$ cat config.mk
export PLATFORM = sky130hd
export DESIGN_NAME = useq_sequencer
export DESIGN_NICKNAME = d
export VERILOG_FILES = /design/src/rtl/useq_pkg.sv /design/src/rtl/useq_ctrl.sv /design/src/rtl/useq_dp.sv /design/src/rtl/useq_sequencer.sv
export SDC_FILE = /design/constraint.sdc
export NUM_CORES = 1
export LEC_CHECK = 0
export ABC_AREA = 1
export BUFFER_PORTS_ARGS = -buffer_cell sky130_fd_sc_hd__buf_2
export CORE_UTILIZATION = 32
export CTS_BUF_LIST = sky130_fd_sc_hd__clkbuf_8
export CTS_CLUSTER_DIAMETER = 30
export DETAILED_ROUTE_END_ITERATION = 16
export GPL_ROUTABILITY_DRIVEN = 0
export MAX_ROUTING_LAYER = met4
export PLACE_DENSITY = 0.61
export SYNTH_ARGS = -nofsm -noshare
export SYNTH_HDL_FRONTEND = slang
export SYNTH_SLANG_ARGS = --single-unit
$ cat constraint.sdc
create_clock -name clk -period 1.2 [get_ports clk]
set_input_delay 0.24 -clock clk [delete_from_list [all_inputs] [get_ports clk]]
set_output_delay 0.24 -clock clk [all_outputs]
set_load 0.02 [all_outputs]
$ cat src/rtl/useq_pkg.sv
`timescale 1ns/1ps
package useq_pkg;
  localparam int BYTE_W   = 8;
  localparam int LANE_W   = 2;
  localparam int LANES    = 1 << LANE_W;
  localparam int WORD_W   = BYTE_W * LANES;
  localparam int STEP_W   = 5;
  localparam int OP_W     = 8;
  localparam int ADDR_W   = OP_W + STEP_W + LANE_W;
  localparam int COND_W   = 3;
  localparam int END_BIT  = WORD_W - 1;
  localparam int FETCH_BIT = WORD_W - 2;
  localparam int LDI_BIT  = WORD_W - 3;
  localparam int COND_LSB = LDI_BIT - COND_W;
  localparam int TGT_LSB  = COND_LSB - STEP_W;

  typedef enum logic [COND_W-1:0] {
    CondNone     = 3'd0,
    CondZero     = 3'd1,
    CondNotZero  = 3'd2,
    CondCarry    = 3'd3,
    CondNotCarry = 3'd4,
    CondSign     = 3'd5,
    CondNotSign  = 3'd6,
    CondAlways   = 3'd7
  } cond_e;

  // strobes from the phase control into the datapath
  typedef struct packed {
    logic              capture;
    logic [LANE_W-1:0] lane;
    logic              execute;
  } seqStrobe_t;
endpackage

$ cat src/rtl/useq_ctrl.sv
`timescale 1ns/1ps
module useq_ctrl
  import useq_pkg::*;
(
  input  logic       clk,
  input  logic       rst,
  output seqStrobe_t strobe
);
  // phases 0..LANES-1 read bytes, phase LANES executes
  localparam int PH_W = $clog2(LANES + 1);
  localparam logic [PH_W-1:0] EXEC_PH = PH_W'(LANES);

  logic [PH_W-1:0] phase;

  always_ff @(posedge clk) begin
    if (rst)                  phase <= '0;
    else if (phase == EXEC_PH) phase <= '0;
    else                      phase <= phase + PH_W'(1);
  end

  always_comb begin
    strobe.execute = (phase == EXEC_PH);
    strobe.capture = (phase != EXEC_PH);
    strobe.lane    = phase[LANE_W-1:0];
  end
endmodule

$ cat src/rtl/useq_dp.sv
`timescale 1ns/1ps
module useq_dp
  import useq_pkg::*;
(
  input  logic              clk,
  input  logic              rst,
  input  seqStrobe_t        strobe,
  input  logic [BYTE_W-1:0] csData,
  input  logic [OP_W-1:0]   instrIn,
  input  logic              flagZ,
  input  logic              flagC,
  input  logic              flagS,
  output logic [ADDR_W-1:0] csAddr,
  output logic [WORD_W-1:0] uword,
  output logic              inhibit,
  output logic [STEP_W-1:0] microStep,
  output logic [OP_W-1:0]   opcode
);
  logic [WORD_W-1:0] wordBus;

  // one byte register per lane
  for (genvar g = 0; g < LANES; g++) begin : g_lane
    logic [BYTE_W-1:0] laneQ;
    always_ff @(posedge clk) begin
      if (rst)
        laneQ <= '0;
      else if (strobe.capture && strobe.lane == LANE_W'(g))
        laneQ <= csData;
    end
    assign wordBus[g*BYTE_W +: BYTE_W] = laneQ;
  end

  function automatic logic condHit(cond_e c, logic z, logic cy, logic s);
    case (c)
      CondZero:     return z;
      CondNotZero:  return !z;
      CondCarry:    return cy;
      CondNotCarry: return !cy;
      CondSign:     return s;
      CondNotSign:  return !s;
      CondAlways:   return 1'b1;
      default:      return 1'b0;
    endcase
  endfunction

  logic              endBit, fetchBit, ldiBit, taken;
  logic [STEP_W-1:0] target;
  logic [STEP_W-1:0] stepQ;
  logic              inhibitQ;
  logic [OP_W-1:0]   irQ;

  always_comb begin
    endBit   = wordBus[END_BIT];
    fetchBit = wordBus[FETCH_BIT];
    ldiBit   = wordBus[LDI_BIT];
    target   = wordBus[TGT_LSB +: STEP_W];
    taken    = condHit(cond_e'(wordBus[COND_LSB +: COND_W]), flagZ, flagC, flagS);
  end

  always_ff @(posedge clk) begin
    if (rst) begin
      stepQ    <= '0;
      inhibitQ <= 1'b1;
      irQ      <= '0;
    end else if (strobe.execute) begin
      if (ldiBit) irQ <= instrIn;
      if (endBit) begin
        stepQ    <= '0;
        inhibitQ <= 1'b1;
      end else if (inhibitQ && !fetchBit) begin
        stepQ    <= '0;
        inhibitQ <= 1'b0;
      end else if (taken) begin
        stepQ <= target;
      end else begin
        stepQ <= stepQ + STEP_W'(1);
      end
    end
  end

  always_comb begin
    csAddr    = {(inhibitQ ? {OP_W{1'b0}} : irQ), stepQ, strobe.lane};
    uword     = wordBus;
    inhibit   = inhibitQ;
    microStep = stepQ;
    opcode    = irQ;
  end
endmodule

$ cat src/rtl/useq_sequencer.sv
`timescale 1ns/1ps
module useq_sequencer
  import useq_pkg::*;
(
  input  logic              clk,
  input  logic              rst,
  input  logic [BYTE_W-1:0] csData,
  input  logic [OP_W-1:0]   instrIn,
  input  logic              flagZ,
  input  logic              flagC,
  input  logic              flagS,
  output logic [ADDR_W-1:0] csAddr,
  output logic [WORD_W-1:0] uword,
  output logic              uwordValid,
  output logic              inhibit,
  output logic [STEP_W-1:0] microStep,
  output logic [OP_W-1:0]   opcode
);
  seqStrobe_t strobe;

  useq_ctrl u_ctrl (
    .clk    (clk),
    .rst    (rst),
    .strobe (strobe)
  );

  useq_dp u_dp (
    .clk       (clk),
    .rst       (rst),
    .strobe    (strobe),
    .csData    (csData),
    .instrIn   (instrIn),
    .flagZ     (flagZ),
    .flagC     (flagC),
    .flagS     (flagS),
    .csAddr    (csAddr),
    .uword     (uword),
    .inhibit   (inhibit),
    .microStep (microStep),
    .opcode    (opcode)
  );

  assign uwordValid = strobe.execute;
endmodule

## Yosys cells after proc, flatten, opt, wreduce, memory -nomap -nowiden

Index checks and enable logic that the tools add are counted.

| word-level totals | value |
|---|---|
| bits in registers | 49 |
| bits of input ports | 21 |
| output and inout port bits | 62 |

| operators by class | value |
|---|---|
| $add $sub $neg | 2 |
| equality and inequality tests | 12 |
| mux-type cells | 7 |
| reductions and logical operators | 14 |

Operator list:

| cell | number |
|---|---|
| 3-bit == test, second input constant | 5 |
| 5-bit 2-to-1 mux | 3 |
| 8-bit 2-to-1 mux | 1 |
| 1-bit case mux with 7 select lines | 1 |
| 3-bit by 2-bit == test with 1-bit output, second input constant | 2 |
| 5-bit by 1-bit adder with 5-bit output, second input constant | 1 |
| 1-bit logical AND | 5 |
| 2-bit == test, second input constant | 2 |
| 1-bit logical NOT | 4 |
| 2-bit AND reduction | 2 |
| 3-bit by 1-bit adder with 3-bit output, second input constant | 1 |
| 3-bit by 1-bit == test with 1-bit output, second input constant | 1 |
| 3-bit inequality test, second input constant | 1 |
| 2-bit by 1-bit == test with 1-bit output, second input constant | 1 |
| 2-bit logical NOT | 1 |
| 1-bit 2-to-1 mux | 2 |
| 2-bit nonzero test | 1 |
| 2-bit OR reduction | 1 |

## Longest topological paths before layout

| logic depth | value |
|---|---|
| depth after elaboration | 5 |
| depth in mapped cells | 8 |
| mapped depth without buffers | 8 |

## Cells and area by module

Synthesis repeated with hierarchy kept, for this count alone.

| second synthesis, totals | value |
|---|---|
| cell total of the unflattened synthesis | 281 |
| area, all modules | 2,115.8 µm² |

By module, submodules not included:

| module | times used | cells an instance | area each (µm²) | sequential area each (µm²) |
|---|---|---|---|---|
| useq_dp | 1 | 259 | 1,951.9 | 920.9 |
| useq_ctrl | 1 | 22 | 163.9 | 60.1 |

## Worst setup path before layout

No wires, ideal clock.

| timing path | value |
|---|---|
| path type | reg2reg |
| from | reg u_ctrl.phase[0] |
| to | reg u_dp.irQ[5] (netlist: u_dp.opcode[5]) |
| arrival | 1.228 ns |
| data required time | 1.081 ns |
| path slack | -0.147 ns |
| stages on the path, launching flop included | 9 |
| path buffers | 1 |
| period minus slack after synthesis | 1.347 ns |
| path through | dfxtp_1 > inv_1 > ha_1 > nand2_2 > inv_2 > nand2_2 > buf_6 > o21ai_0 > a21oi_1 |

| between the ends | value |
|---|---|
| longest elaborated chain between the ends | 2 |

RTL lines:

| item | RTL line | RTL |
|---|---|---|
| start: declaration | useq_ctrl.sv:13 | `logic [PH_W-1:0] phase;` |
| start signal: assignment | useq_ctrl.sv:18 | `else phase <= phase + PH_W'(1);` |
| 3-bit == test | useq_ctrl.sv:22 | `strobe.execute = (phase == EXEC_PH);` |
| net uwordValid | useq_sequencer.sv:14 | `output logic uwordValid,` |
| 2-bit AND reduction (no source line) | - |  |
| end signal: assignment | useq_dp.sv:66 | `if (ldiBit) irQ <= instrIn;` |
| end: declaration | useq_dp.sv:50 | `logic [OP_W-1:0] irQ;` |

The timed path passes the listed nets, and every way through them passes these cells.
A chain may end at the register's enable or synchronous reset.

## Final worst setup path

| timing path | value |
|---|---|
| from | reg u_ctrl.phase[0] |
| to | out uwordValid |

| between the ends | value |
|---|---|
| longest elaborated chain between the ends | 1 |

RTL lines:

| item | RTL line |
|---|---|
| 3-bit == test | useq_ctrl.sv:22 |
| end: declaration | useq_sequencer.sv:14 |

Every way passes these cells.

==> flow_summary.yaml <==
sta:
  hold_viol_final: 0
  worst_pin_slew_ps: 359
  slew_headroom: 0.759
  rsz0062_at_grt: "true"
  finalWorstSetupSlack_ps: -264
  tns_ps: -6040
  drv_slew: 0
  fin_crit_ps: 1460
  skew_ps: 5.01
  fmax_ghz: 0.683
  fin_crit_sh: 1.22
  finalSetupViolations: 50
drt:
  vias_per_cell: 4.68
  vias: 2144
  m1WireLength_um: 2530
  drc: 0
  highest_layer: "met4"
  wl_per_cell_um: 13.0
  route.met2.wl_um: 2920
  drt.antenna.violating_nets: 0
  wl_met3_um: 376
  drtIter0Drc: 90
  finalWirelength_um: 5970
  drtPass1Iterations: 4
yosys:
  synth_seq_cells: 49
  seq_area_frac_synth: 0.479
  yosys.cell_types.count: 18
  synth_warnings: 0
  mappedNetlistArea_um2: 2050
  syn_inst: 276
  syn_nets: 302
  syn_area_per_cell_um2: 7.42
power_and_ir_drop:
  swShare: 0.328
  finalPower_mw: 3.83
  p_per_area_nw_per_um2: 1220
  leakage_nw: 1.48
  ir_drop_uv: 701
  p_sw_mw: 1.26
  power.internal_mw: 2.57
  p_comb_frac: 0.269
  p_seq_frac: 0.484
  clkPwrFrac: 0.247
setup_path:
  critPathKind: "reg2out"
  slowest_delay_ps: 350
  critPathLaunchType: "flip-flop"
  required_ps: 960
  path_cells: "inv_2 > ha_4 > nand2_4 > inv_6 > buf_12 > buf_8"
  crit_arrival_ps: 1220
  worstPathMaxFanout: 3
  end_kind: "primary output"
  cp_slowest_cell: "dfxtp_2"
clock_network:
  path_clk_slew_ps: 90
  cts-root-buf: "clkbuf_8"
  clk_latency_ps: 310
  cts_tree: "built"
  hold_buffers: 0
  h-tree-depth: 2
  cts_buffer_depth: 2
  clkSinkCount: 49
  cts_buffers: 5
placed_design:
  dp_hpwl_um: 4110
  dpl_cell_area_um2: 2670
  port_buffers: 82
flow_run:
  maxCapViolCount: 0
floorplanning:
  ios: 83
  dieArea_um2: 6720
  fp-row-count: 28
  fp.dieW_um: 82.0
  fp.coreArea_um2: 6060
  die_h_um: 82.0
  start_util: 0.338
finish:
  synthToLayoutAreaGrowth_pct: 53.1
  nNetsFinal: 408
  multi_input_area_um2: 1050
  register_area_um2: 1000
  final_cell_area_um2: 3140
  antenna_cells: 0
  nFillCells: 577
  layout-drive-gt1-share: 0.439
outcome:
  violations: "setup timing"
  status: "finished, violations left"
global_routing:
  antenna_found_initial: 0
  grt_max_degree: 20
  track_usage: 0.177
  grt_pass1_vias: 1919
  grt-ovfl-total: 0
  grt_pass1_wl_um: 8710
hold_path:
  min_path_type: "in2reg"
==> repair_timing <==
| item | in CTS | in global routing |
|---|---|---|
| pin swaps | 17 | 9 |
| gates resized for setup | 73 | 42 |
| setup endpoints to repair | 52 | 67 |
| buffers inserted | 6 | 3 |
| cloned | 3 | 0 |
==> routing by layer <==
metal,GRT usage,vias up
met5,-,-
met4,0.0772,0
met3,0.0378,15
met2,0.274,76
met1,0.222,970
li1,-,1083
==> synth_stat cells, drive strengths merged <==
cell / count / share of area
a21oi: 15 / 0.037
buf: 11 / 0.040
clkbuf: 4 / 0.0073
dfxtp: 49 / 0.48
ha: 5 / 0.031
inv: 33 / 0.060
nand2: 31 / 0.060
nand3: 16 / 0.039
nand4: 2 / 0.0061
nor2: 65 / 0.12
nor4: 1 / 0.010
o21ai: 42 / 0.10
xnor2: 2 / 0.0086
==> final cells by class <==
cell class              count  share of cell area
clock buffers               5              0.0219
flip-flops and latches     49               0.320
inverters                  33              0.0423
clock inverters             3             0.00479
well taps                  75              0.0299
multi-input cells         181               0.336
repair buffers            112               0.245
==> layout by cell type (no fill, tap or decap), drive strengths merged <==
master and count:
nor4 1, nor2 65, nand2 33, xnor2 2
dfxtp 49, clkbuf 5, a21oi 15, nand3 16
ha 5, buf 112, clkinvlp 2, nand4 2
inv 34, o21ai 42
==> path summary, 6_finish.rpt <==
check / start / endpoint / slack (ps) / depth (start not counted)
worst min-delay path: instrIn[6] / u_dp.opcode[6] / 200 / 3
worst min register to register: u_dp.g_lane[3].laneQ[0] / u_dp.g_lane[3].laneQ[0] / 480 / 2
worst max-delay path: u_ctrl.phase[0] / uwordValid / -260 / 6
worst max register to register: u_ctrl.phase[0] / u_dp.g_lane[1].laneQ[0] / -220 / 9
==> sequential cells by signal, indices dropped and copies added, names as in the netlist <==
name,flops
u_dp.g_lane.laneQ,32
u_dp.opcode,8
u_dp.microStep,5
u_ctrl.phase,3
u_dp.inhibit,1
==> cells by family (layout without fill, tap and decap cells) <==
logic type,count (synthesis),in the layout,synth area share
compound gates,57,57,0.139
xor+xnor,2,2,0.00855
fa+ha+maj,5,5,0.0305
buf+inv,48,153,0.108
flops,49,49,0.479
simple gates,115,117,0.235
==> worst max-delay path: cells and delay by family, from the launching register on <==
family	cells	cell delay, ps
flops	1	350
buf+inv	4	320
fa+ha+maj	1	160
simple gates	1	80
==> power groups by stage <==
| stage | sequential (mW) | clock [mW] | combinational (mW) |
|---|---|---|---|
| CTS | 1.85 | 0.962 | 0.960 |
| finish | 1.85 | 0.945 | 1.03 |
| global route | 1.87 | 1.03 | 1.12 |
| floorplan | 2.04 | 0 | 0.366 |
| detailed placement | 1.88 | 0 | 0.878 |
| global placement | 1.89 | 0 | 0.865 |
==> per-stage QoR <==
stage                     worst slack [ps]   util  std cells  hold WS [ps]
after detailed placement              -141  0.441        440           456
after global routing                  -305  0.517        458           204
after CTS                             -250  0.495        456           192
after floorplan                      -2.50      -        276           375
after global placement                -114  0.441        440           453
final                                 -264  0.517        458           195
(Power assumes the default switching activity.)
